**config.mk**
```make
export PLATFORM = sky130hd
export DESIGN_NAME = lcd_static_drv
export DESIGN_NICKNAME = d
export VERILOG_FILES = /design/src/rtl/lcd_static_drv.sv
export SDC_FILE = /design/constraint.sdc
export NUM_CORES = 1
export LEC_CHECK = 0
export ABC_AREA = 1
export CAP_MARGIN = 20
export CORE_MARGIN = 10
export CORE_UTILIZATION = 53
export DETAILED_ROUTE_END_ITERATION = 7
export PLACE_DENSITY_LB_ADDON = 0.2
export RECOVER_POWER = 25
export SYNTH_ARGS = -nofsm -noshare
export SYNTH_HDL_FRONTEND = slang
export SYNTH_SLANG_ARGS = --single-unit
```
**constraint.sdc**
```tcl
create_clock -name clk -period 1.7 [get_ports clk]
set_input_delay 0.17 -clock clk [delete_from_list [all_inputs] [get_ports clk]]
set_output_delay 0.17 -clock clk [all_outputs]
set_load 0.03 [all_outputs]
```
**src/rtl/lcd_static_drv.sv**
```systemverilog
module lcd_static_drv #(
  parameter int DIV    = 800,
  parameter int DIGITS = 3,
  parameter int DP_N   = 3
) (
  input  logic                  clk,
  input  logic                  rst,
  input  logic                  load,
  input  logic [4*DIGITS-1:0]   digit_bcd,
  input  logic                  thousand,
  input  logic                  negative,
  input  logic [DP_N-1:0]       dp_sel,
  input  logic                  lamp_test,
  output logic                  bp,
  output logic [7*DIGITS-1:0]   seg_digit,
  output logic [1:0]            seg_half,
  output logic                  seg_minus,
  output logic [DP_N-1:0]       seg_dp
);

  localparam int HALF = DIV / 2;
  localparam int CW   = (HALF > 1) ? $clog2(HALF) : 1;

  logic [CW-1:0]         cnt;
  logic                  bp_r;
  logic [4*DIGITS-1:0]   q_bcd;
  logic                  q_thou, q_neg;
  logic [DP_N-1:0]       q_dp;

  always_ff @(posedge clk) begin
    if (rst) begin
      cnt  <= '0;
      bp_r <= 1'b0;
    end else if (cnt == CW'(HALF - 1)) begin
      cnt  <= '0;
      bp_r <= ~bp_r;
    end else begin
      cnt  <= cnt + 1'b1;
    end
  end

  always_ff @(posedge clk) begin
    if (rst) begin
      q_bcd  <= '0;
      q_thou <= 1'b0;
      q_neg  <= 1'b0;
      q_dp   <= '0;
    end else if (load) begin
      q_bcd  <= digit_bcd;
      q_thou <= thousand;
      q_neg  <= negative;
      q_dp   <= dp_sel;
    end
  end

  function automatic logic [6:0] seg7(input logic [3:0] d);
    case (d)
      4'd0:    seg7 = 7'h3F;
      4'd1:    seg7 = 7'h06;
      4'd2:    seg7 = 7'h5B;
      4'd3:    seg7 = 7'h4F;
      4'd4:    seg7 = 7'h66;
      4'd5:    seg7 = 7'h6D;
      4'd6:    seg7 = 7'h7D;
      4'd7:    seg7 = 7'h07;
      4'd8:    seg7 = 7'h7F;
      4'd9:    seg7 = 7'h6F;
      default: seg7 = 7'h00;
    endcase
  endfunction

  genvar i;
  generate
    for (i = 0; i < DIGITS; i++) begin : g_dig
      assign seg_digit[7*i +: 7] = lamp_test ? 7'h7F
                                 : ({7{bp_r}} ^ seg7(q_bcd[4*i +: 4]));
    end
  endgenerate

  assign bp        = bp_r;
  assign seg_half  = lamp_test ? 2'b11 : {2{bp_r ^ q_thou}};
  assign seg_minus = lamp_test | (bp_r ^ q_neg);
  assign seg_dp    = lamp_test ? {DP_N{1'b1}} : ({DP_N{bp_r}} ^ q_dp);

endmodule

```
* Yosys cells after proc, flatten, opt, wreduce, memory -nomap -nowiden
Memories as Yosys holds them, arrays and structs flattened. A register that Yosys moved wholly into a read port is not among the register bits. Cells that the tools add are included.
Operators by class: shifts and indexed selects 0, mux-type cells 11, add/sub/neg operators 1, equal/unequal tests 1, bitwise gates (word level) 8, div/mod/pow operators 0, multiply operators 0, magnitude comparators 0, reduce and logical (&&, ||, !) cells 1
Operator list (number):
- 2-to-1 mux 4 bit | 6
- 2-to-1 mux 7 bit | 3
- XOR 7 bit | 3
- adder 9 x 1 -> 9 bit (second input constant) | 1
- equality test 9 bit (second input constant) | 1
- 2-to-1 mux 3 bit | 1
- XOR 3 bit | 1
- 2-to-1 mux 2 bit | 1
- OR reduction 2 bit | 1
- XOR 1 bit | 2
- NOT 1 bit | 1
- bitwise OR 1 bit | 1
Word-level totals: register bits after elaboration 27, bits of input ports 21, word-level logic and storage cells 31, ROM bits 336, output and inout bits 28, bits in writable memories 0, memories 3, bits in latches 0
Memories:
- (no name shown) | depth 16, width 7, rd ports 1, clocked after Yosys merged registers in 1, wr ports 0, RTL line 57 | case (d)
- (no name shown) | depth 16, width 7, rd ports 1, clocked after Yosys merged registers in 1, wr ports 0, RTL line 57
- (no name shown) | depth 16, width 7, rd ports 1, clocked after Yosys merged registers in 1, wr ports 0, RTL line 57

* Longest topological paths before layout
depth in word-level cells 2, depth in mapped cells 13, depth with buffers taken out 11

* Worst setup path before layout
OpenSTA, ideal clock, no wires.
kind register -> output, from register bp_r, in the netlist bp, to output port seg_half[1], arrival time 1.920 ns, stages on the path, launching flop included 5, data required time 1.530 ns, setup slack -0.390 ns, buffers on the path 2, cell sequence dfxtp_1 -> inv_1 -> clkbuf_1 -> o21ai_0 -> buf_4
On the way: longest elaborated chain between the ends 2
Ends and longest elaborated chain:
- start: declaration | RTL line 25 | logic bp_r;
- start signal: assignment | RTL line 36 | bp_r <= ~bp_r;
- XOR 1 bit | RTL line 81 | assign seg_half = lamp_test ? 2'b11 : {2{bp_r ^ q_thou}};
- 2-to-1 mux 2 bit | RTL line 81
- end: declaration | RTL line 16 | output logic [1:0] seg_half,
Every way passes these cells.

* Worst setup path in the final report
from register bp_r, in the netlist bp, to output port seg_digit[1]
On the way: longest elaborated chain between the ends 2
Ends and longest elaborated chain:
- XOR 7 bit | RTL line 76 | : ({7{bp_r}} ^ seg7(q_bcd[4*i +: 4]));
- 2-to-1 mux 7 bit | RTL line 75 | assign seg_digit[7*i +: 7] = lamp_test ? 7'h7F
- end: declaration | RTL line 15 | output logic [7*DIGITS-1:0] seg_digit,
Every way passes these cells.

==> key figures <==
Die
  • Ports: around 50
  • Starting Density: about 54%
  • Rows: 26
  • Die width: 92.4 µm
  • Core box area: 5110 µm²
  • Die area: around 8500 µm²
  • Die H: ~92 µm

Layout
  • Share of layout cells above drive strength 1: a little over a fifth
  • Final design utilization: a little over two thirds
  • Number of inserted diodes: 0
  • Commonest non-fill, non-tap cells in the layout: 98 x nand2_1, 55 x buf_4, 47 x dfxtp_1, 46 x inv_1
  • Commonest non-fill, non-tap cell in the layout: nand2_1
  • Area Overhead vs Synth: 28.3%
  • Fin nets: slightly below 500

Setup path
  • R2R Setup Slk: approximately 0.4 ns
  • Cell breakdown of the critical path: clkinvlp_4, buf_4, o21ai_0, buf_4
  • Crit path buffers/inverters: 3
  • Delay-heaviest family, CP: buffers and inverters
  • Req. time, crit path: 1.53 ns
  • Crit path DAT: 1.43 ns
  • Nature of the critical path startpoint: flip-flop
  • Slowest stage delay, CP: between 0.3 and 0.4 ns
  • Worst r2r path cells: 9
  • WP depth: 4
  • Slowest cell on crit path: dfxtp_4
  • Critical R2R Launch: q_bcd[9]$_SDFFE_PP0P_
  • Worst Setup EP: seg_digit[1]
  • Setup CP Type: flip-flop to output port
  • CP Launch Point: bp$_SDFFE_PP0N_
  • Most common cell on crit path: buf_4
  • Crit path capture type: output port
  • Crit Path Max Fanout: 13

Timing
  • Max Slew Vio Count: 0
  • RSZ-0062 raised after global routing: false
  • Fin Setup TNS: 0 ns
  • Setup violations, final: 0
  • Setup WS post-layout: 0.101 ns
  • Slew at the pin with the worst max-slew slack: between 0.3 and 0.4 ns
  • Final clock skew: approximately 0.0038 ns
  • Max Clk Rate: between 0.6 and 0.7 GHz
  • Tmin final: ~1.6 ns
  • Final hold vios: 0
  • Crit share post-route: 94.1%
  • Rel. slew slack: between 70 and 80%

Logic synthesis
  • Mapped Cells: 386
  • Seq/Total Area, Yosys: between 30% and 40%
  • Ys Warns: 0
  • Synth Register Bits: 48
  • Syn nets: roughly 430
  • Mean Syn Cell Area: between 7 and 8 µm²
  • Synthesized area: around 2800 µm²
  • Count of cell types in the netlist: 28

Clock network
  • CTS tree: built
  • Total CTS buffers: 5
  • Clock buffer depth: 2
  • H-tree level count: 2
  • Root buf cell: clkbuf_8
  • Clk Latency, worst-skew pair: ~0.3 ns
  • Cts hold-fix bufs: 0
  • Clk slew on worst S/H paths: around 0.080 ns
  • Sink Count: 48

Route
  • First DRT Iteration DRCs: 73
  • Drt via density: 4.72
  • Post-route DRC: 0
  • WL final: a little over 6 mm
  • Final ANT Viol Nets: 0
  • WL per Instance: between 10 and 15 µm
  • DR vias: approximately 2500
  • First-pass detailed-route iteration total: 5

Global route
  • Total track usage: between 10% and 20%
  • First-pass GRT wire length: about 11 mm
  • Vias in the first global route: about 2400
  • Initial antenna violation count: 0
  • Total gr overflow: 0
  • Largest net degree at the start of global routing: 39

Place
  • IO Port Bufs: between 40 and 50
  • Final Wtd Congestion: slightly above 0.8
  • HPWL after DPL: roughly 4.7 mm
  • Placement Setup Slack: -0.0984 ns

Min path
  • Hold Crit Class: flip-flop to flip-flop
  • Worst hold path depth: 1

Job
  • Max cap viols: 0

Power
  • VDD IR-drop max: between 0.3 and 0.4 mV
  • Total Power: 3.05 mW
  • Pleak: between 1.5 and 2 nW
  • PD cells: approximately 860 nW/µm²

Run status
  • Status: completed
[area by class of cell]
class	count	area, µm²
Fill cell	447	1550
Multi-Input combinational cell	270	1490
Sequential cell	48	965
Timing Repair Buffer	79	651
Inverter	52	209
Clock inverter	3	90.1
Tap cell	70	87.6
Clock buffer	5	68.8
[synth_stat cells, drive strengths merged]
cell / n / area, µm²
a21oi: 32 / 160
buf: 9 / 78.8
clkbuf: 7 / 26.3
dfxtp: 48 / 961
ha: 19 / 238
inv: 52 / 205
nand2: 109 / 459
nand3: 33 / 233
nand3b: 2 / 15.0
nand4: 1 / 6.26
nor2: 33 / 131
o21a: 1 / 7.51
o21ai: 37 / 230
or2: 1 / 6.26
xor2: 2 / 17.5
[how the worst min path moves through the flow]
| stage | from | endpoint | slack, ns |
|---|---|---|---|
| after CTS | dp_sel[1] | q_dp[1]$_SDFFE_PP0P_ | 0.45 |
| after detailed placement | cnt[0]$_SDFF_PP0_ | cnt[0]$_SDFF_PP0_ | 0.44 |
| final | cnt[0]$_SDFF_PP0_ | cnt[0]$_SDFF_PP0_ | 0.45 |
| after global routing | dp_sel[1] | q_dp[1]$_SDFFE_PP0P_ | 0.46 |
| after floorplan | thousand | q_thou$_SDFFE_PP0P_ | 0.30 |
| after global placement | cnt[0]$_SDFF_PP0_ | cnt[0]$_SDFF_PP0_ | 0.43 |
[power by group]
group	total (mW)	internal, mW	leakage (nW)	switching, mW
Clock	1.12	0.735	0.0784	0.381
Combinational	0.675	0.276	1.34	0.399
Sequential	1.26	1.22	0.399	0.0434
Total	3.05	2.23	1.82	0.823
[through the flow]
step / instance area [µm²] / hold slack (ns) / cells
floorplan: 2780 / 0.305 / 386
global placement: 3410 / 0.432 / 518
detailed placement: 3410 / 0.437 / 518
CTS: 3580 / 0.452 / 527
global route: 3560 / 0.458 / 527
finish: 3560 / 0.450 / 527
[logic make-up (layout without fill, tap and decap cells)]
| family | Yosys count | in the layout | synth area share (%) |
|---|---|---|---|
| XOR/XNOR | 2 | 2 | 0.631 |
| AND/OR/NAND/NOR | 179 | 179 | 30.7 |
| buffers and inverters | 68 | 139 | 11.2 |
| flip-flops | 48 | 48 | 34.6 |
| AO/OA/AOI/OAI | 70 | 70 | 14.3 |
| adder cells (fa/ha/maj) | 19 | 19 | 8.57 |
[timing repair]
item | 4_1_cts | 5_1_grt
buffers inserted | 1 | 0
resized for setup | 1 | 4
endpoints found under the setup margin | 20 | 27
[routing by layer]
| metal | track usage [%] | up-vias | wire length [µm] |
|---|---|---|---|
| li1 | - | 1360 | - |
| met4 | 5.27 | 0 | 97 |
| met1 | 18.3 | 1074 | 2910 |
| met2 | 24.0 | 47 | 2760 |
| met3 | 3.95 | 8 | 302 |
| met5 | 0 | - | 0 |
No activity file was read; power rests on OpenSTA's default activity.
